File: src/rtl/qrs_pkg.sv
// Package: shared types of the quadrant readout sequencer.
// Assumes: nothing beyond IEEE 1800-2017.
package qrs_pkg;
    typedef enum logic [1:0] {
        ST_IDLE   = 2'd0,
        ST_SETTLE = 2'd1,
        ST_STROBE = 2'd2,
        ST_FINISH = 2'd3
    } seq_state_t;
endpackage

File: src/rtl/qrs_origin_clamp.sv
// Module: clamps one window origin coordinate so a window fits the quadrant.
// Assumes: LIMIT = quadrant size minus window size, non-negative.
module qrs_origin_clamp #(
    parameter int AW    = 9,
    parameter int LIMIT = 496
) (
    input  logic [AW-1:0] org_i,
    output logic [AW-1:0] org_o
);
    localparam logic [AW-1:0] LIM = AW'(LIMIT);

    // Replace an out-of-range coordinate by the largest legal one.
    always_comb begin
        org_o = (org_i > LIM) ? LIM : org_i;
        // clamped value never exceeds the limit
        p_clamp_limit_r4: assert (org_o <= LIM);
    end
endmodule

File: src/rtl/qrs_addr_scan.sv
// Module: row-major pixel address walker over a latched rectangle.
// Assumes: base <= end per axis at load; step is only issued when not last.
module qrs_addr_scan #(
    parameter int AW = 9
) (
    input  logic          clk,
    input  logic          rst_n,
    input  logic          load_i,
    input  logic          step_i,
    input  logic [AW-1:0] row_base_i,
    input  logic [AW-1:0] col_base_i,
    input  logic [AW-1:0] row_end_i,
    input  logic [AW-1:0] col_end_i,
    output logic [AW-1:0] row_o,
    output logic [AW-1:0] col_o,
    output logic          last_o
);
    logic [AW-1:0] row_q, col_q, col_base_q, row_end_q, col_end_q;

    // Latch the rectangle on load, then advance column first, row second.
    always_ff @(posedge clk) begin
        if (!rst_n) begin
            row_q      <= '0;
            col_q      <= '0;
            col_base_q <= '0;
            row_end_q  <= '0;
            col_end_q  <= '0;
        end else if (load_i) begin
            row_q      <= row_base_i;
            col_q      <= col_base_i;
            col_base_q <= col_base_i;
            row_end_q  <= row_end_i;
            col_end_q  <= col_end_i;
        end else if (step_i) begin
            if (col_q == col_end_q) begin
                col_q <= col_base_q;
                row_q <= row_q + 1'b1;
            end else begin
                col_q <= col_q + 1'b1;
            end
        end
    end

    assign row_o  = row_q;
    assign col_o  = col_q;
    assign last_o = (row_q == row_end_q) && (col_q == col_end_q);

    // column stays inside the latched span
    p_col_in_span_r3: assert property (@(posedge clk) disable iff (!rst_n)
        (col_q >= col_base_q) && (col_q <= col_end_q));
    // the controller never steps past the last pixel
    p_no_step_past_last_r8: assert property (@(posedge clk) disable iff (!rst_n)
        step_i |-> !last_o);
endmodule

File: src/rtl/qrs_settle_timer.sv
// Module: down-counter that times the multiplexer settle interval.
// Assumes: load has priority; count rests at zero when not loaded.
module qrs_settle_timer #(
    parameter int SW = 8
) (
    input  logic          clk,
    input  logic          rst_n,
    input  logic          load_i,
    input  logic [SW-1:0] val_i,
    output logic          done_o
);
    logic [SW-1:0] cnt_q;

    // Load the settle count, then count down to zero.
    always_ff @(posedge clk) begin
        if (!rst_n)            cnt_q <= '0;
        else if (load_i)       cnt_q <= val_i;
        else if (cnt_q != '0)  cnt_q <= cnt_q - 1'b1;
    end

    assign done_o = (cnt_q == '0);
endmodule

File: src/rtl/quad_readout_seq.sv
// Module: four-quadrant readout sequencer. Drives a shared row/column
// address, waits a settle interval, then issues one conversion or reset
// strobe per pixel; full-quadrant or clamped sub-window scans.
// Assumes: all quadrants share one address; one converter lane per quadrant.
module quad_readout_seq
    import qrs_pkg::*;
#(
    parameter int NQUAD    = 4,
    parameter int QUAD_DIM = 512,
    parameter int WIN_DIM  = 16,
    parameter int SW       = 8,
    localparam int AW      = $clog2(QUAD_DIM)
) (
    input  logic             clk,
    input  logic             rst_n,
    input  logic             start_i,
    input  logic             mode_reset_i,
    input  logic             win_en_i,
    input  logic [AW-1:0]    win_row_i,
    input  logic [AW-1:0]    win_col_i,
    input  logic [SW-1:0]    settle_i,
    output logic [AW-1:0]    row_o,
    output logic [AW-1:0]    col_o,
    output logic             sel_o,
    output logic [NQUAD-1:0] conv_o,
    output logic             pix_rst_o,
    output logic             pix_valid_o,
    output logic             frame_done_o,
    output logic             busy_o
);
    localparam int            WMAX     = QUAD_DIM - WIN_DIM;
    localparam logic [AW-1:0] WIN_SPAN = AW'(WIN_DIM - 1);
    localparam logic [AW-1:0] FULL_END = AW'(QUAD_DIM - 1);

    seq_state_t    state_q;
    logic          mode_q;
    logic [SW-1:0] settle_q;
    logic [AW-1:0] org_in [2];
    logic [AW-1:0] org_cl [2];
    logic [AW-1:0] row_base, col_base, row_end, col_end;
    logic          accept, step, timer_load, timer_done, scan_last, strobe;
    logic [SW-1:0] timer_val;

    assign org_in[0] = win_row_i;
    assign org_in[1] = win_col_i;

    // One clamp per axis.
    for (genvar ax = 0; ax < 2; ax++) begin : g_clamp
        qrs_origin_clamp #(.AW(AW), .LIMIT(WMAX)) u_clamp (
            .org_i (org_in[ax]),
            .org_o (org_cl[ax])
        );
    end

    // Pick the scan rectangle from the window select.
    always_comb begin
        if (win_en_i) begin
            row_base = org_cl[0];
            col_base = org_cl[1];
            row_end  = org_cl[0] + WIN_SPAN;
            col_end  = org_cl[1] + WIN_SPAN;
        end else begin
            row_base = '0;
            col_base = '0;
            row_end  = FULL_END;
            col_end  = FULL_END;
        end
    end

    assign accept     = (state_q == ST_IDLE) && start_i;
    assign strobe     = (state_q == ST_STROBE);
    assign step       = strobe && !scan_last;
    assign timer_load = accept || step;
    assign timer_val  = accept ? settle_i : settle_q;

    qrs_addr_scan #(.AW(AW)) u_scan (
        .clk        (clk),
        .rst_n      (rst_n),
        .load_i     (accept),
        .step_i     (step),
        .row_base_i (row_base),
        .col_base_i (col_base),
        .row_end_i  (row_end),
        .col_end_i  (col_end),
        .row_o      (row_o),
        .col_o      (col_o),
        .last_o     (scan_last)
    );

    qrs_settle_timer #(.SW(SW)) u_settle (
        .clk    (clk),
        .rst_n  (rst_n),
        .load_i (timer_load),
        .val_i  (timer_val),
        .done_o (timer_done)
    );

    // Sequence idle -> settle -> strobe per pixel -> finish; latch scan setup.
    always_ff @(posedge clk) begin
        if (!rst_n) begin
            state_q  <= ST_IDLE;
            mode_q   <= 1'b0;
            settle_q <= '0;
        end else begin
            case (state_q)
                ST_IDLE: if (start_i) begin
                    mode_q   <= mode_reset_i;
                    settle_q <= settle_i;
                    state_q  <= ST_SETTLE;
                end
                ST_SETTLE: if (timer_done) state_q <= ST_STROBE;
                ST_STROBE: state_q <= scan_last ? ST_FINISH : ST_SETTLE;
                default:   state_q <= ST_IDLE;
            endcase
        end
    end

    // Per-lane conversion strobes, one per quadrant output.
    for (genvar q = 0; q < NQUAD; q++) begin : g_lane
        assign conv_o[q] = strobe && !mode_q;
    end

    assign sel_o        = (state_q == ST_SETTLE) || strobe;
    assign pix_rst_o    = strobe && mode_q;
    assign pix_valid_o  = strobe && !mode_q;
    assign frame_done_o = (state_q == ST_FINISH);
    assign busy_o       = (state_q != ST_IDLE);

    // address holds from a settle cycle into the following cycle
    p_addr_hold_r5: assert property (@(posedge clk) disable iff (!rst_n)
        (sel_o && !(|conv_o) && !pix_rst_o) |=> ($stable(row_o) && $stable(col_o)));
    // a strobe lasts exactly one cycle
    p_strobe_single_r5: assert property (@(posedge clk) disable iff (!rst_n)
        ((|conv_o) || pix_rst_o) |=> !((|conv_o) || pix_rst_o));
    // frame-done directly follows a strobe
    p_done_after_strobe_r8: assert property (@(posedge clk) disable iff (!rst_n)
        frame_done_o |-> $past((|conv_o) || pix_rst_o));
    // setup of a running scan cannot change
    p_setup_frozen_r9: assert property (@(posedge clk) disable iff (!rst_n)
        busy_o |=> ($stable(mode_q) && $stable(settle_q)));
endmodule

File: config.mk
export PLATFORM = sky130hd
export DESIGN_NAME = quad_readout_seq
export DESIGN_NICKNAME = d
export VERILOG_FILES = /design/src/rtl/qrs_pkg.sv /design/src/rtl/qrs_origin_clamp.sv /design/src/rtl/qrs_addr_scan.sv /design/src/rtl/qrs_settle_timer.sv /design/src/rtl/quad_readout_seq.sv
export SDC_FILE = /design/constraint.sdc
export NUM_CORES = 1
export LEC_CHECK = 0
export BUFFER_PORTS_ARGS = -buffer_cell sky130_fd_sc_hd__clkbuf_2
export CAP_MARGIN = 20
export CELL_PAD_IN_SITES_DETAIL_PLACEMENT = 0
export CELL_PAD_IN_SITES_GLOBAL_PLACEMENT = 1
export CORE_MARGIN = 2
export CORE_UTILIZATION = 39
export DETAILED_ROUTE_END_ITERATION = 7
export PLACE_DENSITY = 0.85
export SYNTH_ARGS = -nofsm -noshare
export SYNTH_HDL_FRONTEND = slang
export SYNTH_HIERARCHICAL = 1
export SYNTH_SLANG_ARGS = --single-unit
File: constraint.sdc
create_clock -name clk -period 8.4 [get_ports clk]
set_input_delay 0.42 -clock clk [delete_from_list [all_inputs] [get_ports clk]]
set_output_delay 0.42 -clock clk [all_outputs]
set_load 0.01 [all_outputs]
==> impl_metrics.tcl <==
set metrics [dict create \
    multi_input_area_mm2 0.00244 \
    antenna_found_initial 0 \
    netlist_instances 457 \
    layout.nets 530 \
    fin_crit_sh 0.444 \
    grt_util_met1 0.234 \
    synth_edf_count 0 \
    ant_nets 0 \
    clk_latency_ns 0.34 \
    final_area_mm2 0.00449 \
    drive_gt1_frac 0.184 \
    fill_cells 987 \
    placed_area_mm2 0.00426 \
    syn_area_per_cell_um2 8.71 \
    worst_pin_slew_ns 0.953 \
    dr.pass1.iters 4 \
    syn_area_mm2 0.00398 \
    slew_violations 0 \
    vias 3351 \
    synth_async_sr_flop_share 0 \
    synth_top_flop_cell "dfxtp_1" \
    cts_tree "built" \
    vias_per_cell 5.34 \
    clockRootBuffer "clkbuf_8" \
    io_pins 58 \
    drv_cap 0 \
    power.density_mw_per_mm2 284 \
    tns_ns 0 \
    port_buffers 57 \
    crit_path_max_fanout 17 \
    crit_chain "xnor2_1 -> nand4_1 -> or3_1 -> nor4_1 -> nor2_1 -> and4_1 -> and2_1 -> and3_1 -> a31o_2 -> a31oi_1" \
    slowest_stage "or3_1" \
    hold_path.class "in -> reg" \
    fmax_mhz 268 \
    antenna_cells 0 \
    grt_first_pass_wirelength_um 15400 \
    clock-sinks 64 \
    grt_max_degree 74 \
    status "complete, no violations" \
    max_stage_delay_ns 0.74 \
    holdBufCountCts 0 \
    fin_cells 628 \
    gr-usage-met2 0.267 \
    rsz0062_at_grt "false" \
    yosys_warnings 6 \
    dp_hpwl_um 6740 \
    end_kind "register" \
    busiest_layer "met2" \
    grt_overflow 0 \
    max_slew_margin 0.359 \
    period_needed_ns 3.73 \
    synthToLayoutAreaGrowth_pct 12.8 \
    gp_congestion 0.838 \
    cts_inserted_buffers 9 \
    arrival_ns 3.99 \
    vdd_ir_drop_max_mv 0.109 \
    cts_resized 0 \
    p_leak_uw 0.00186 \
    dp_cells 612 \
    setup_viol 0 \
    gr-usage-met3 0.0299 \
    seq_area_mm2 0.00128 \
    crit_required_ns 8.66 \
    synth-seq-cells 64 \
    wl_um 9300 \
    grt_usage 0.170 \
    layout_common_cells "64 x dfxtp_1, 57 x clkbuf_2, 37 x mux2i_1" \
    yosysUniqueCellTypes 60 \
    cts_buffer_depth 2 \
    core_area_mm2 0.00986 \
    final.setup_skew_ns 0.00824 \
    start_kind "register" \
    die_w_um 105 \
    layout_commonest_cell "dfxtp_1" \
    detailedRoute.firstIterationViolations 226 \
    hold_viol 0 \
    clk_pin_slew_ns 0.07 \
    die_h_um 105 \
    initial_core_util 0.404 \
    ys_seq_area_frac 0.322 \
    detail_route.wl_per_cell_um 14.8 \
    post_cts_buffers 0 \
    synth_nets 497 \
    critical_path_class "reg -> reg" \
    drc_errors 0 \
    die_area_mm2 0.0110 \
    rows 36 \
    grt_pass1_vias 3118 \
    htree_levels 3 \
]
-- layer usage --
metal	part of all wire	vias to the layer above
met3	0.035	9
li1	-	1674
met1	0.51	1599
met2	0.45	69
met4	0.011	0
met5	0	-
-- power by group --
| group | switching [uW] | internal [uW] |
|---|---|---|
| Combinational | 284 | 228 |
| Sequential | 82.0 | 376 |
| Clock | 115 | 192 |
-- logic make-up (layout without fill, tap and decap cells) --
| kind of cell | count (synthesis) | count (layout) | share of synthesized area |
|---|---|---|---|
| AOI/OAI and AO/OA | 77 | 77 | 0.136 |
| buffers and inverters | 55 | 93 | 0.0647 |
| and+or+nand+nor | 172 | 172 | 0.257 |
| muxes | 45 | 45 | 0.116 |
| adders and majority gates | 9 | 9 | 0.0283 |
| xor gates and xnor gates | 35 | 35 | 0.0770 |
| DFF | 64 | 64 | 0.322 |
-- critical path: cells and delay by family (launching register included) --
kind	cells	cell delay [ns]
XOR/XNOR	1	0.15
flip-flops	1	0.48
AO/OA/AOI/OAI	2	0.40
AND/OR/NAND/NOR	7	2.62
-- area by class of cell --
type | instances | area share
Tap cell | 133 | 0.0370
Clock buffer | 14 | 0.0384
Timing Repair Buffer | 59 | 0.0669
Clock inverter | 2 | 0.0134
Multi-Input combinational cell | 338 | 0.544
Inverter | 18 | 0.0150
Sequential cell | 64 | 0.285
-- cell usage after synthesis, types with 9 or more instances --
cell | number | area (um2)
ha_1 | 9 | 113
nand4_1 | 11 | 68.8
nand2_1 | 30 | 113
dfxtp_1 | 64 | 1280
nor2b_1 | 32 | 200
nor3_1 | 10 | 50.1
xor2_1 | 9 | 78.8
nand3_1 | 19 | 95.1
clkbuf_1 | 26 | 97.6
xnor2_1 | 26 | 228
o21ai_0 | 23 | 115
inv_1 | 18 | 67.6
and2_1 | 26 | 163
mux2i_1 | 37 | 370
-- metrics by stage --
step | worst slack (ns) | utilization | total power, uW | hold WS (ns)
2_1_floorplan | 5.42 | - | 865 | 0.452
3_3_place_gp | 4.91 | 0.432 | 959 | 0.473
3_5_place_dp | 4.74 | 0.432 | 973 | 0.488
4_1_cts | 4.71 | 0.455 | 1280 | 0.315
5_1_grt | 4.47 | 0.455 | 1360 | 0.328
6_report | 4.67 | 0.455 | 1280 | 0.323
-- worst paths after layout --
path	end	cells after the start	from	slack (ns)
worst max-delay path	u_scan/row_o[8]$_SDFFE_PN0P_	10	u_scan/col_o[3]$_SDFFE_PN0P_	4.67
worst min-delay path	mode_q$_SDFFE_PN0N_	3	mode_reset_i	0.32
worst max register to register	u_scan/row_o[8]$_SDFFE_PN0P_	10	u_scan/col_o[3]$_SDFFE_PN0P_	4.67
worst min register to register	mode_q$_SDFFE_PN0N_	2	mode_q$_SDFFE_PN0N_	0.49
-- registers in the layout (all words and copies together), names as in the netlist, 2 cells and up --
| name | count |
|---|---|
| u_settle/cnt_q | 8 |
| u_scan/col_end_q | 9 |
| settle_q | 8 |
| state_q | 2 |
| u_scan/col_o | 9 |
| u_scan/col_base_q | 9 |
| u_scan/row_o | 9 |
| u_scan/row_end_q | 9 |
No activity file was read; power rests on OpenSTA's default activity.
